### src/rtl/spi_port_pkg.sv
// Package: shared register addresses and field positions of the SPI port.
// Assumes a byte-wide host bus with a two-bit register address.
package spi_port_pkg;

    typedef enum logic [1:0] {
        ADDR_DATA = 2'd0,
        ADDR_STAT = 2'd1,
        ADDR_CTRL = 2'd2
    } reg_addr_e;

    // Status field positions
    localparam int ST_FULL = 0;
    localparam int ST_COL  = 1;
    localparam int ST_DONE = 2;
    localparam int ST_BUSY = 3;

    // Control field positions
    localparam int CT_EN  = 5;
    localparam int CT_MST = 4;

endpackage

### src/rtl/spi_port_sync.sv
// Multi-stage synchronizer for a bundle of asynchronous inputs.
// Assumes each bit is sampled independently; RST_VAL sets the idle level per bit.
module spi_port_sync #(
    parameter int             W       = 3,
    parameter int             STAGES  = 2,
    parameter logic [W-1:0]   RST_VAL = '0
) (
    input  logic         clk,
    input  logic         rst_n,
    input  logic [W-1:0] d,
    output logic [W-1:0] q
);

    logic [W-1:0] stg [STAGES];

    // First stage captures the raw inputs
    always_ff @(posedge clk) begin
        if (!rst_n) stg[0] <= RST_VAL;
        else        stg[0] <= d;
    end

    for (genvar g = 1; g < STAGES; g++) begin : g_stage
        // Each further stage re-registers the previous one
        always_ff @(posedge clk) begin
            if (!rst_n) stg[g] <= RST_VAL;
            else        stg[g] <= stg[g-1];
        end
    end

    assign q = stg[STAGES-1];

endmodule

### src/rtl/spi_port_clkgen.sv
// Master serial-clock generator. While run is high, it toggles sck every
// half-period (2 << 2*ps system cycles) and flags the rising and falling toggles.
// Assumes run drops in the same cycle as the final falling toggle, or later.
module spi_port_clkgen #(
    parameter int PS_W = 2
) (
    input  logic            clk,
    input  logic            rst_n,
    input  logic            run,
    input  logic [PS_W-1:0] ps,
    output logic            sck,
    output logic            rise,
    output logic            fall
);

    localparam int CNT_W = 2 * (1 << PS_W);

    logic [CNT_W-1:0] cnt;
    logic [CNT_W-1:0] half_m1;
    logic             tick;

    // Terminal count of one half-period for the selected divider
    always_comb half_m1 = (CNT_W'(2) << {ps, 1'b0}) - CNT_W'(1);

    assign tick = run && (cnt == half_m1);
    assign rise = tick && !sck;
    assign fall = tick && sck;

    // Half-period counter and clock toggle; both idle low when not running
    always_ff @(posedge clk) begin
        if (!rst_n || !run) begin
            cnt <= '0;
            sck <= 1'b0;
        end else if (tick) begin
            cnt <= '0;
            sck <= ~sck;
        end else begin
            cnt <= cnt + CNT_W'(1);
        end
    end

    AST_SCK_IDLE_LOW: assert property (@(posedge clk) disable iff (!rst_n)
        !run |=> !sck);

endmodule

### src/rtl/spi_port_shifter.sv
// Shift engine. Samples sdi on rise, shifts on fall (mode 0, MSB first),
// counts DW bits and then pulses done, holding the received word in rx_data.
// Assumes load arrives only when idle and that rise and fall never coincide.
module spi_port_shifter #(
    parameter int DW = 8
) (
    input  logic          clk,
    input  logic          rst_n,
    input  logic          en,
    input  logic          master,
    input  logic          load,
    input  logic [DW-1:0] load_data,
    input  logic          rise,
    input  logic          fall,
    input  logic          sdi,
    output logic          sdo,
    output logic          busy,
    output logic          done,
    output logic [DW-1:0] rx_data
);

    localparam int CW = $clog2(DW);

    logic [DW-1:0] shreg;
    logic          samp;
    logic          half;
    logic [CW-1:0] bitcnt;
    logic          mst_act;

    assign sdo  = shreg[DW-1];
    assign busy = mst_act || half || (bitcnt != '0);

    // Shift, bit count and completion; disabling returns everything to idle
    always_ff @(posedge clk) begin
        if (!rst_n || !en) begin
            shreg   <= '0;
            samp    <= 1'b0;
            half    <= 1'b0;
            bitcnt  <= '0;
            mst_act <= 1'b0;
            done    <= 1'b0;
            rx_data <= '0;
        end else begin
            done <= 1'b0;
            if (load) begin
                shreg   <= load_data;
                mst_act <= master;
            end else begin
                if (rise) begin
                    samp <= sdi;
                    half <= 1'b1;
                end
                if (fall) begin
                    shreg <= {shreg[DW-2:0], samp};
                    half  <= 1'b0;
                    if (bitcnt == CW'(DW-1)) begin
                        bitcnt  <= '0;
                        done    <= 1'b1;
                        rx_data <= {shreg[DW-2:0], samp};
                        mst_act <= 1'b0;
                    end else begin
                        bitcnt <= bitcnt + CW'(1);
                    end
                end
            end
        end
    end

    AST_DONE_SINGLE: assert property (@(posedge clk) disable iff (!rst_n)
        done |=> !done);

    AST_DISABLED_IDLE: assert property (@(posedge clk) disable iff (!rst_n)
        !en |=> !busy);

endmodule

### src/rtl/spi_port.sv
// SPI port top. Decodes the host registers (data, status, control), gates data
// writes into loads or collisions, selects master or synchronized slave clock
// edges for the shift engine, and keeps the sticky status flags.
// Assumes one host access per cycle; host_rdata is combinational.
module spi_port
    import spi_port_pkg::*;
#(
    parameter int DW   = 8,
    parameter int PS_W = 2
) (
    input  logic          clk,
    input  logic          rst_n,
    input  logic          host_sel,
    input  logic          host_wr,
    input  logic          host_rd,
    input  logic [1:0]    host_addr,
    input  logic [DW-1:0] host_wdata,
    output logic [DW-1:0] host_rdata,
    output logic          irq_o,
    output logic          sck_o,
    output logic          sck_oe_o,
    input  logic          sck_i,
    input  logic          ss_n_i,
    input  logic          sdi_i,
    output logic          sdo_o
);

    logic            en_q, mst_q;
    logic [PS_W-1:0] ps_q;
    logic            full_q, col_q, done_q;

    logic wr_data, wr_stat, wr_ctrl, rd_data;
    logic load, col_evt;
    logic busy, done_pulse, sdo_raw;
    logic [DW-1:0] rx_data;

    logic m_sck, m_rise, m_fall;
    logic sck_s, ss_s, sdi_s, sck_prev;
    logic s_rise, s_fall, slv_ok;
    logic rise_sel, fall_sel, sdi_sel;

    // Host access decode
    always_comb begin
        wr_data = host_sel && host_wr && (host_addr == ADDR_DATA);
        wr_stat = host_sel && host_wr && (host_addr == ADDR_STAT);
        wr_ctrl = host_sel && host_wr && (host_addr == ADDR_CTRL);
        rd_data = host_sel && host_rd && (host_addr == ADDR_DATA);
    end

    assign load    = wr_data && en_q && !busy;
    assign col_evt = wr_data && en_q && busy;

    // Control register: enable, master select, divider
    always_ff @(posedge clk) begin
        if (!rst_n) begin
            en_q  <= 1'b0;
            mst_q <= 1'b0;
            ps_q  <= '0;
        end else if (wr_ctrl) begin
            en_q  <= host_wdata[CT_EN];
            mst_q <= host_wdata[CT_MST];
            ps_q  <= host_wdata[PS_W-1:0];
        end
    end

    // Sticky status flags; all cleared while the port is disabled
    always_ff @(posedge clk) begin
        if (!rst_n || !en_q) begin
            full_q <= 1'b0;
            col_q  <= 1'b0;
            done_q <= 1'b0;
        end else begin
            if (done_pulse)   full_q <= 1'b1;
            else if (rd_data) full_q <= 1'b0;
            if (col_evt)                           col_q <= 1'b1;
            else if (wr_stat && !host_wdata[ST_COL]) col_q <= 1'b0;
            if (done_pulse)                         done_q <= 1'b1;
            else if (wr_stat && !host_wdata[ST_DONE]) done_q <= 1'b0;
        end
    end

    // Slave-side inputs brought into the system clock domain
    spi_port_sync #(
        .W       (3),
        .STAGES  (2),
        .RST_VAL (3'b010)
    ) u_sync (
        .clk   (clk),
        .rst_n (rst_n),
        .d     ({sdi_i, ss_n_i, sck_i}),
        .q     ({sdi_s, ss_s, sck_s})
    );

    // Previous synchronized slave clock for edge detection
    always_ff @(posedge clk) begin
        if (!rst_n) sck_prev <= 1'b0;
        else        sck_prev <= sck_s;
    end

    assign slv_ok = en_q && !mst_q && !ss_s;
    assign s_rise = slv_ok && sck_s && !sck_prev;
    assign s_fall = slv_ok && !sck_s && sck_prev;

    spi_port_clkgen #(
        .PS_W (PS_W)
    ) u_clkgen (
        .clk   (clk),
        .rst_n (rst_n),
        .run   (en_q && mst_q && busy),
        .ps    (ps_q),
        .sck   (m_sck),
        .rise  (m_rise),
        .fall  (m_fall)
    );

    // Edge and data source selection by mode
    always_comb begin
        rise_sel = mst_q ? m_rise : s_rise;
        fall_sel = mst_q ? m_fall : s_fall;
        sdi_sel  = mst_q ? sdi_i  : sdi_s;
    end

    spi_port_shifter #(
        .DW (DW)
    ) u_shift (
        .clk       (clk),
        .rst_n     (rst_n),
        .en        (en_q),
        .master    (mst_q),
        .load      (load),
        .load_data (host_wdata),
        .rise      (rise_sel),
        .fall      (fall_sel),
        .sdi       (sdi_sel),
        .sdo       (sdo_raw),
        .busy      (busy),
        .done      (done_pulse),
        .rx_data   (rx_data)
    );

    assign irq_o    = done_pulse;
    assign sck_oe_o = en_q && mst_q;
    assign sck_o    = m_sck && sck_oe_o;
    assign sdo_o    = sdo_raw && en_q;

    // Host read multiplexer
    always_comb begin
        host_rdata = '0;
        if (host_sel) begin
            case (host_addr)
                ADDR_DATA: host_rdata = rx_data;
                ADDR_STAT: begin
                    host_rdata[ST_FULL] = full_q;
                    host_rdata[ST_COL]  = col_q;
                    host_rdata[ST_DONE] = done_q;
                    host_rdata[ST_BUSY] = busy;
                end
                ADDR_CTRL: begin
                    host_rdata[CT_EN]       = en_q;
                    host_rdata[CT_MST]      = mst_q;
                    host_rdata[PS_W-1:0]    = ps_q;
                end
                default: host_rdata = '0;
            endcase
        end
    end

    AST_FULL_AFTER_DONE: assert property (@(posedge clk) disable iff (!rst_n)
        done_pulse && en_q |=> full_q);

    AST_COL_KEEPS_BUF: assert property (@(posedge clk) disable iff (!rst_n)
        col_evt && !fall_sel |=> $stable(rx_data));

    AST_SS_BLOCKS: assert property (@(posedge clk) disable iff (!rst_n)
        en_q && !mst_q && ss_s && !busy |=> !busy);

endmodule

### config.mk
export PLATFORM = sky130hd
export DESIGN_NAME = spi_port
export DESIGN_NICKNAME = d
export VERILOG_FILES = /design/src/rtl/spi_port_pkg.sv /design/src/rtl/spi_port_sync.sv /design/src/rtl/spi_port_clkgen.sv /design/src/rtl/spi_port_shifter.sv /design/src/rtl/spi_port.sv
export SDC_FILE = /design/constraint.sdc
export NUM_CORES = 1
export LEC_CHECK = 0
export ABC_AREA = 1
export ABC_CLOCK_PERIOD_IN_PS = 2300
export CELL_PAD_IN_SITES_DETAIL_PLACEMENT = 0
export CELL_PAD_IN_SITES_GLOBAL_PLACEMENT = 1
export CORE_UTILIZATION = 43
export CTS_CLUSTER_DIAMETER = 120
export DETAILED_ROUTE_END_ITERATION = 6
export DONT_BUFFER_PORTS = 1
export GPL_TIMING_DRIVEN = 0
export PLACE_DENSITY_LB_ADDON = 0.25
export RECOVER_POWER = 100
export SYNTH_ARGS = -nofsm -noshare
export SYNTH_HDL_FRONTEND = slang
export SYNTH_SLANG_ARGS = --single-unit
export TNS_END_PERCENT = 30
### constraint.sdc
create_clock -name clk -period 2.3 [get_ports clk]
set_input_delay 0.23 -clock clk [delete_from_list [all_inputs] [get_ports clk]]
set_output_delay 0.23 -clock clk [all_outputs]
set_load 0.02 [all_outputs]
==> results of run 1 <==
==> critical path, cell delays in order, from the launching register on <==
cell and delay (ps):
dfxtp_1 340, inv_1 110, nand2_1 90, ha_1 310
nand2_1 70, nand3_1 70, nor2_1 260, nand4_4 160
nand3_2 220, inv_2 130, nand2_1 80, a21oi_1 50
==> sequential cells by signal, summed over array words and instances (netlist names) <==
name / count
u_shift.done: 1
ps_q: 2
u_shift.bitcnt: 3
mst_q: 1
done_q: 1
en_q: 1
u_shift.half: 1
u_sync.stg: 6
full_q: 1
sck_prev: 1
u_shift.mst_act: 1
u_clkgen.sck: 1
u_shift.samp: 1
col_q: 1
u_clkgen.cnt: 8
u_shift.rx_data: 8
u_shift.shreg: 8
==> logic make-up (layout without fill, tap and decap cells) <==
kind of cell	Yosys count	count (layout)	synth area share
DFF	46	46	0.417
adders and majority gates	5	5	0.0284
buffers and inverters	56	64	0.103
muxes	1	1	0.00510
xor gates and xnor gates	3	3	0.0119
AOI/OAI and AO/OA	49	49	0.119
and+or+nand+nor	150	150	0.315
==> cell type report <==
class	instances	area (um2)
Buffer	5	33.8
Clock buffer	8	110
Fill cell	535	2450
Inverter	51	194
Multi-Input combinational cell	208	1020
Sequential cell	46	921
Tap cell	67	83.8
==> worst max path at each step <==
stage	end	slack, ps
finish	u_shift.shreg[7]$_SDFFE_PP0P_	260
detailed placement	u_shift.rx_data[4]$_SDFFE_PP0P_	280
global route	u_shift.shreg[0]$_SDFFE_PP0P_	40
floorplan	u_shift.rx_data[0]$_SDFFE_PP0P_	550
global placement	u_shift.rx_data[5]$_SDFFE_PP0P_	310
CTS	u_shift.rx_data[4]$_SDFFE_PP0P_	250
==> power by group <==
part	internal (mW)	switching, mW
clock network	0.304	0.269
logic	0.0135	0.0332
registers	0.803	0.00487
==> through the flow <==
stage,instances,hold WS (ps)
finish,385,23.3
global route,385,25.5
CTS,385,14.9
detailed placement,377,324
global placement,377,316
floorplan,310,315
==> per-layer routing <==
layer / up-vias / wire, um / GRT usage
li1: 984 / - / -
met5: - / 0 / 0
met2: 36 / 1990 / 0.302
met3: 7 / 220 / 0.0535
met1: 812 / 2430 / 0.272
met4: 0 / 76 / 0.0620
==> placed cells by master (no fill, tap or decap) <==
cell,count
clkbuf_8,8
nor2_1,30
clkinvlp_2,1
nor2_4,1
nand3_2,2
inv_2,6
inv_1,42
dfxtp_1,46
nand2_2,3
buf_6,2
o21ai_0,18
a21oi_1,22
nor3b_1,2
clkbuf_1,2
nand2_1,87
clkinv_2,1
xnor2_1,1
a21oi_2,1
mux2_2,1
xor2_1,2
nand2_4,1
nand3_1,17
nand4_1,2
o211ai_1,2
clkinv_1,1
ha_1,5
nor3_1,3
buf_1,1
o21ai_1,6
nand4_4,2
==> impl_metrics.sql, run 1 <==
INSERT INTO impl_metrics (metric_group, metric, value, unit) VALUES
('status', 'run_status', 'finished clean', ''),
('global_routing', 'globalRouteTotalUtil', '0.198', ''),
('route', 'drc', '0', ''),
('timing', 'skew_final', '12.2', 'ps'),
('job', 'max-cap-violations', '0', ''),
('clocking', 'cts.clk_slew.worst_paths', '90', 'ps'),
('timing', 'setup-tns-final', '0', 'ps'),
('timing', 'finalWorstSetupSlack', '255', 'ps'),
('worst_hold_path', 'worst_hold_startpoint', 'ss_n_i', ''),
('die', 'floorplan.die_area', '5420', 'um2'),
('route', 'vias_per_cell', '4.78', ''),
('die', 'start_util', '0.458', ''),
('logic_synthesis', 'ys_types', '30', ''),
('setup_path', 'critPathLaunch', 'ps_q[0]$_SDFFE_PN0P_', ''),
('logic_synthesis', 'synth-main-ff-cell', 'dfxtp_1', ''),
('logic_synthesis', 'postSynthNetCount', '333', ''),
('layout', 'flow.area_growth_from_synthesis', '7.32', '%'),
('setup_path', 'rr_worst_depth', '11', ''),
('timing', 'relSlewSlack', '0.607', ''),
('worst_hold_path', 'worstHoldPathType', 'in -> reg', ''),
('clocking', 'clock-root-buffer', 'clkbuf_8', ''),
('timing', 'grt_setup_unrepaired', 'no', ''),
('setup_path', 'rr_startpoint', 'ps_q[0]$_SDFFE_PN0P_', ''),
('layout', 'final_layout_size_suffix_gt1_frac', '0.0912', ''),
('setup_path', 'timing_worst_setup_path_type', 'reg -> reg', ''),
('clocking', 'numClockSinks', '46', ''),
('die', 'die_x', '73.6', 'um'),
('die', 'die_height', '73.6', 'um'),
('global_routing', 'number_of_antenna_violations_at_the_first_check_in_global_routing', '0', ''),
('setup_path', 'kind_of_end_point_of_the_critical_path', 'flop', ''),
('die', 'io_pins', '30', ''),
('timing', 'min_period_over_period', '0.889', ''),
('pwr', 'peak_vdd_ir', '283', 'uV'),
('layout', 'postLayoutCoreUtil', '0.491', ''),
('placement', 'io_buffers', '0', ''),
('logic_synthesis', 'synth_commonest_cells', 'nand2_1 (84), dfxtp_1 (46), inv_1 (41), nor2_1 (30), a21oi_1 (20)', ''),
('setup_path', 'crit_path_start_kind', 'flop', ''),
('die', 'core_area', '4820', 'um2'),
('worst_hold_path', 'worst_hold_path.endpoint', 'u_sync.stg[0][1]$_SDFF_PN1_', ''),
('pwr', 'power_per_cell_area', '603', 'nW/um2'),
('logic_synthesis', 'yosysSeqAreaShare', '0.417', ''),
('logic_synthesis', 'synth_top_area_cell', 'dfxtp_1', ''),
('pwr', 'total_power_after_layout', '1.43', 'mW'),
('timing', 'fmaxAchievable', '489', 'MHz'),
('timing', 'finalSetupViolCount', '0', ''),
('clocking', 'cts-root-to-sink-buffers', '2', ''),
('clocking', 'cts_made_buffers', '5', ''),
('layout', 'antenna_cells_inserted', '0', ''),
('logic_synthesis', 'synth_async_sr_flop_share', '0', ''),
('clocking', 'tritoncts', 'done', ''),
('route', 'drt_iter0_drc', '105', ''),
('setup_path', 'critPathMaxFanout', '10', ''),
('logic_synthesis', 'ys_seq_elements', '46', ''),
('layout', 'fin_nets', '340', ''),
('placement', 'detailed_place.area', '2290', 'um2'),
('worst_hold_path', 'hold_path_stages', '2', ''),
('route', 'drt_first_pass_iters', '4', ''),
('route', 'final_antenna_net_count', '0', ''),
('clocking', 'cts-resized-gates', '0', ''),
('timing', 'worstMarginPinSlew', '590', 'ps'),
('logic_synthesis', 'ys_warn_count', '0', ''),
('route', 'drt_wl_total', '4.71', 'mm'),
('setup_path', 'cp.arrival', '2210', 'ps'),
('timing', 'min_period', '2040', 'ps'),
('layout', 'finalInstanceArea', '2370', 'um2'),
('placement', 'routabilityCongestion', '0.803', ''),
('route', 'routedWlPerCell', '12.2', 'um'),
('clocking', 'cts_setup_buffers', '0', ''),
('clocking', 'cts_hold_buf', '0', ''),
('clocking', 'htree_num_levels', '2', ''),
('setup_path', 'cp_data_required_time', '2460', 'ps');
Power figures use the tool's default switching activity.
==> run 2: changes to the inputs <==
--- a/config.mk
+++ b/config.mk
@@ -9,6 +9,7 @@
 export ABC_CLOCK_PERIOD_IN_PS = 2300
 export CELL_PAD_IN_SITES_DETAIL_PLACEMENT = 0
 export CELL_PAD_IN_SITES_GLOBAL_PLACEMENT = 1
+export CORE_ASPECT_RATIO = 1.4
 export CORE_UTILIZATION = 43
 export CTS_CLUSTER_DIAMETER = 120
 export DETAILED_ROUTE_END_ITERATION = 6
==> run 2 against run 1 <==
  * Sequential power barely moved
  * Core utilization decreased by 1.2 points
  * Clock power decreased by 13%
  * Clock skew is 6.6 ps lower
  * Final area is 1.1% lower
  * Maximum frequency rose by 0.57%
  * Combinational power down 1%
  * Register-to-register slack about the same
  * Critical path type unchanged
  * Highest routed layer unchanged
==> impl_metrics.sql, run 2 (synthesis gave the netlist of run 1 again) <==
INSERT INTO impl_metrics (metric_group, metric, value, unit) VALUES
('timing', 'min_period_over_period', '0.884', ''),
('pwr', 'leak', '0.946', 'nW'),
('route', 'via_count', '1859', ''),
('timing', 'skew_final', '5.61', 'ps'),
('clocking', 'clock-root-buffer', 'clkbuf_8', ''),
('layout', 'antenna_cells_inserted', '0', ''),
('global_routing', 'grt_start_max_net_pins', '16', ''),
('clocking', 'cts-root-to-sink-buffers', '2', ''),
('clocking', 'cts.clk_slew.worst_paths', '90', 'ps'),
('setup_path', 'path_buf_inv', '2', ''),
('pwr', 'peak_vdd_ir', '405', 'uV'),
('clocking', 'htree_num_levels', '2', ''),
('die', 'core_area', '4880', 'um2'),
('timing', 'timing_hold_violations_final', '0', ''),
('global_routing', 'grt-ovfl-total', '0', ''),
('setup_path', 'critical_path.reg2reg.endpoint', 'u_shift.shreg[3]$_SDFFE_PP0P_', ''),
('layout', 'top_regs', 'u_clkgen.cnt (8), u_shift.rx_data (8), u_shift.shreg (8)', ''),
('layout', 'final_layout_size_suffix_gt1_frac', '0.0975', ''),
('job', 'max-cap-violations', '0', ''),
('layout', 'multi_input_comb_area', '1020', 'um2'),
('timing', 'setup-tns-final', '0', 'ps'),
('setup_path', 'critPathTopFamily', 'simple AND/OR/NAND/NOR gates', ''),
('route', 'drt_iter0_drc', '68', ''),
('clocking', 'clk_latency', '300', 'ps'),
('pwr', 'power_per_cell_area', '577', 'nW/um2'),
('setup_path', 'critical_path.most_common_cell', 'nand2_1', ''),
('setup_path', 'cp.arrival', '2210', 'ps'),
('setup_path', 'crit_cells', '11', ''),
('route', 'drc', '0', ''),
('timing', 'fmaxAchievable', '492', 'MHz'),
('route', 'vias_per_cell', '4.87', ''),
('die', 'start_util', '0.452', ''),
('die', 'io_pins', '30', ''),
('clocking', 'cts-resized-gates', '0', ''),
('global_routing', 'grt_first_pass_wirelength', '8.26', 'mm'),
('die', 'die_height', '86.7', 'um'),
('layout', 'fin_cells', '382', ''),
('route', 'routedWlPerCell', '12.5', 'um'),
('setup_path', 'critical-path-max-stage-delay', '340', 'ps'),
('timing', 'whs', '11.7', 'ps'),
('layout', 'mostFrequentLayoutCell', 'nand2_1', ''),
('setup_path', 'worstPathCellList', 'inv_1 > nand2_2 > ha_1 > nand2_1 > nand3_1 > nor2_1 > nand4_4 > nand3_2 > inv_2 > nand2_1 > a21oi_2', ''),
('die', 'standard_cell_rows', '30', ''),
('timing', 'finalSetupViolCount', '0', ''),
('route', 'drt_wl_total', '4.79', 'mm'),
('timing', 'min_period', '2030', 'ps'),
('setup_path', 'rr_startpoint', 'ps_q[0]$_SDFFE_PN0P_', ''),
('die', 'die_x', '62.5', 'um'),
('global_routing', 'globalRouteTotalUtil', '0.198', ''),
('clocking', 'numClockSinks', '46', ''),
('layout', 'postLayoutCoreUtil', '0.480', ''),
('placement', 'post_dp_hpwl', '3.71', 'mm'),
('timing', 'final-max-slew-violation-count', '0', ''),
('setup_path', 'critical-path-slowest-cell', 'dfxtp_1', ''),
('timing', 'worstMarginPinSlew', '561', 'ps'),
('clocking', 'cts_setup_buffers', '0', ''),
('setup_path', 'kind_of_end_point_of_the_critical_path', 'flop', ''),
('worst_hold_path', 'worst_hold_startpoint', 'ss_n_i', ''),
('global_routing', 'number_of_antenna_violations_at_the_first_check_in_global_routing', '0', ''),
('worst_hold_path', 'worstHoldPathType', 'in -> reg', ''),
('clocking', 'cts_hold_buf', '0', ''),
('clocking', 'tritoncts', 'done', ''),
('layout', 'fin_nets', '340', ''),
('layout', 'fillcell_total', '520', ''),
('route', 'final_antenna_net_count', '0', ''),
('clocking', 'cts_made_buffers', '5', ''),
('layout', 'seqCellArea', '921', 'um2'),
('die', 'floorplan.die_area', '5420', 'um2'),
('timing', 'relSlewSlack', '0.626', ''),
('worst_hold_path', 'worst_hold_path.endpoint', 'u_sync.stg[0][1]$_SDFF_PN1_', ''),
('route', 'drt_first_pass_iters', '4', ''),
('placement', 'io_buffers', '0', ''),
('placement', 'dp.cells', '374', ''),
('setup_path', 'worst-r2r-setup-slack', '270', 'ps'),
('setup_path', 'rr_worst_depth', '11', ''),
('status', 'run_status', 'finished clean', ''),
('worst_hold_path', 'hold_path_stages', '2', ''),
('timing', 'grt_setup_unrepaired', 'no', ''),
('placement', 'routabilityCongestion', '0.787', ''),
('setup_path', 'timing_worst_setup_path_type', 'reg -> reg', ''),
('setup_path', 'cp_data_required_time', '2470', 'ps'),
('setup_path', 'critPathMaxFanout', '10', ''),
('layout', 'final_cell_mix', 'nand2_1 (86), dfxtp_1 (46), inv_1 (42)', ''),
('layout', 'flow.area_growth_from_synthesis', '6.13', '%'),
('setup_path', 'crit_path_start_kind', 'flop', ''),
('global_routing', 'grt_pass1_vias', '1766', '');
run 2: worst max-delay path by stage:
stage                         start                               to
4_1_cts        ps_q[1]$_SDFFE_PN0P_  u_shift.rx_data[7]$_SDFFE_PP0P_
3_5_place_dp   ps_q[1]$_SDFFE_PN0P_  u_shift.rx_data[0]$_SDFFE_PP0P_
5_1_grt        ps_q[0]$_SDFFE_PN0P_    u_shift.shreg[7]$_SDFFE_PP0P_
6_report       ps_q[0]$_SDFFE_PN0P_    u_shift.shreg[3]$_SDFFE_PP0P_
2_1_floorplan  ps_q[1]$_SDFFE_PN0P_  u_shift.rx_data[0]$_SDFFE_PP0P_
3_3_place_gp   ps_q[1]$_SDFFE_PN0P_  u_shift.rx_data[6]$_SDFFE_PP0P_
run 2: where the power goes:
group          internal (mW)  total [mW]  switching, mW  leakage [nW]
combinational         0.0137      0.0461         0.0324         0.530
clock                  0.214       0.497          0.283        0.0441
sequential             0.803       0.809        0.00521         0.372
run 2: metal layers:
| metal | vias to the layer above | GRT usage | part of all wire |
|---|---|---|---|
| li1 | 986 | - | - |
| met1 | 844 | 0.234 | 0.44 |
| met2 | 24 | 0.343 | 0.50 |
| met3 | 5 | 0.0553 | 0.046 |
| met4 | 0 | 0.0698 | 0.015 |
| met5 | - | 0 | 0 |
run 2: cell type report:
type / instances / share of cell area
Multi-Input combinational cell: 208 / 0.437
Inverter: 51 / 0.0828
Sequential cell: 46 / 0.393
Buffer: 5 / 0.0144
Tap cell: 64 / 0.0342
Clock inverter: 3 / 0.00909
Clock buffer: 5 / 0.0294
run 2: through the flow:
stage | cell area, um2 | setup WS [ps] | power [mW]
final | 2340 | 267 | 1.35
after global routing | 2340 | 40.7 | 1.42
after CTS | 2380 | 280 | 1.37
after detailed placement | 2290 | 289 | 0.876
after global placement | 2290 | 298 | 0.875
after floorplan | 2210 | 553 | 0.863
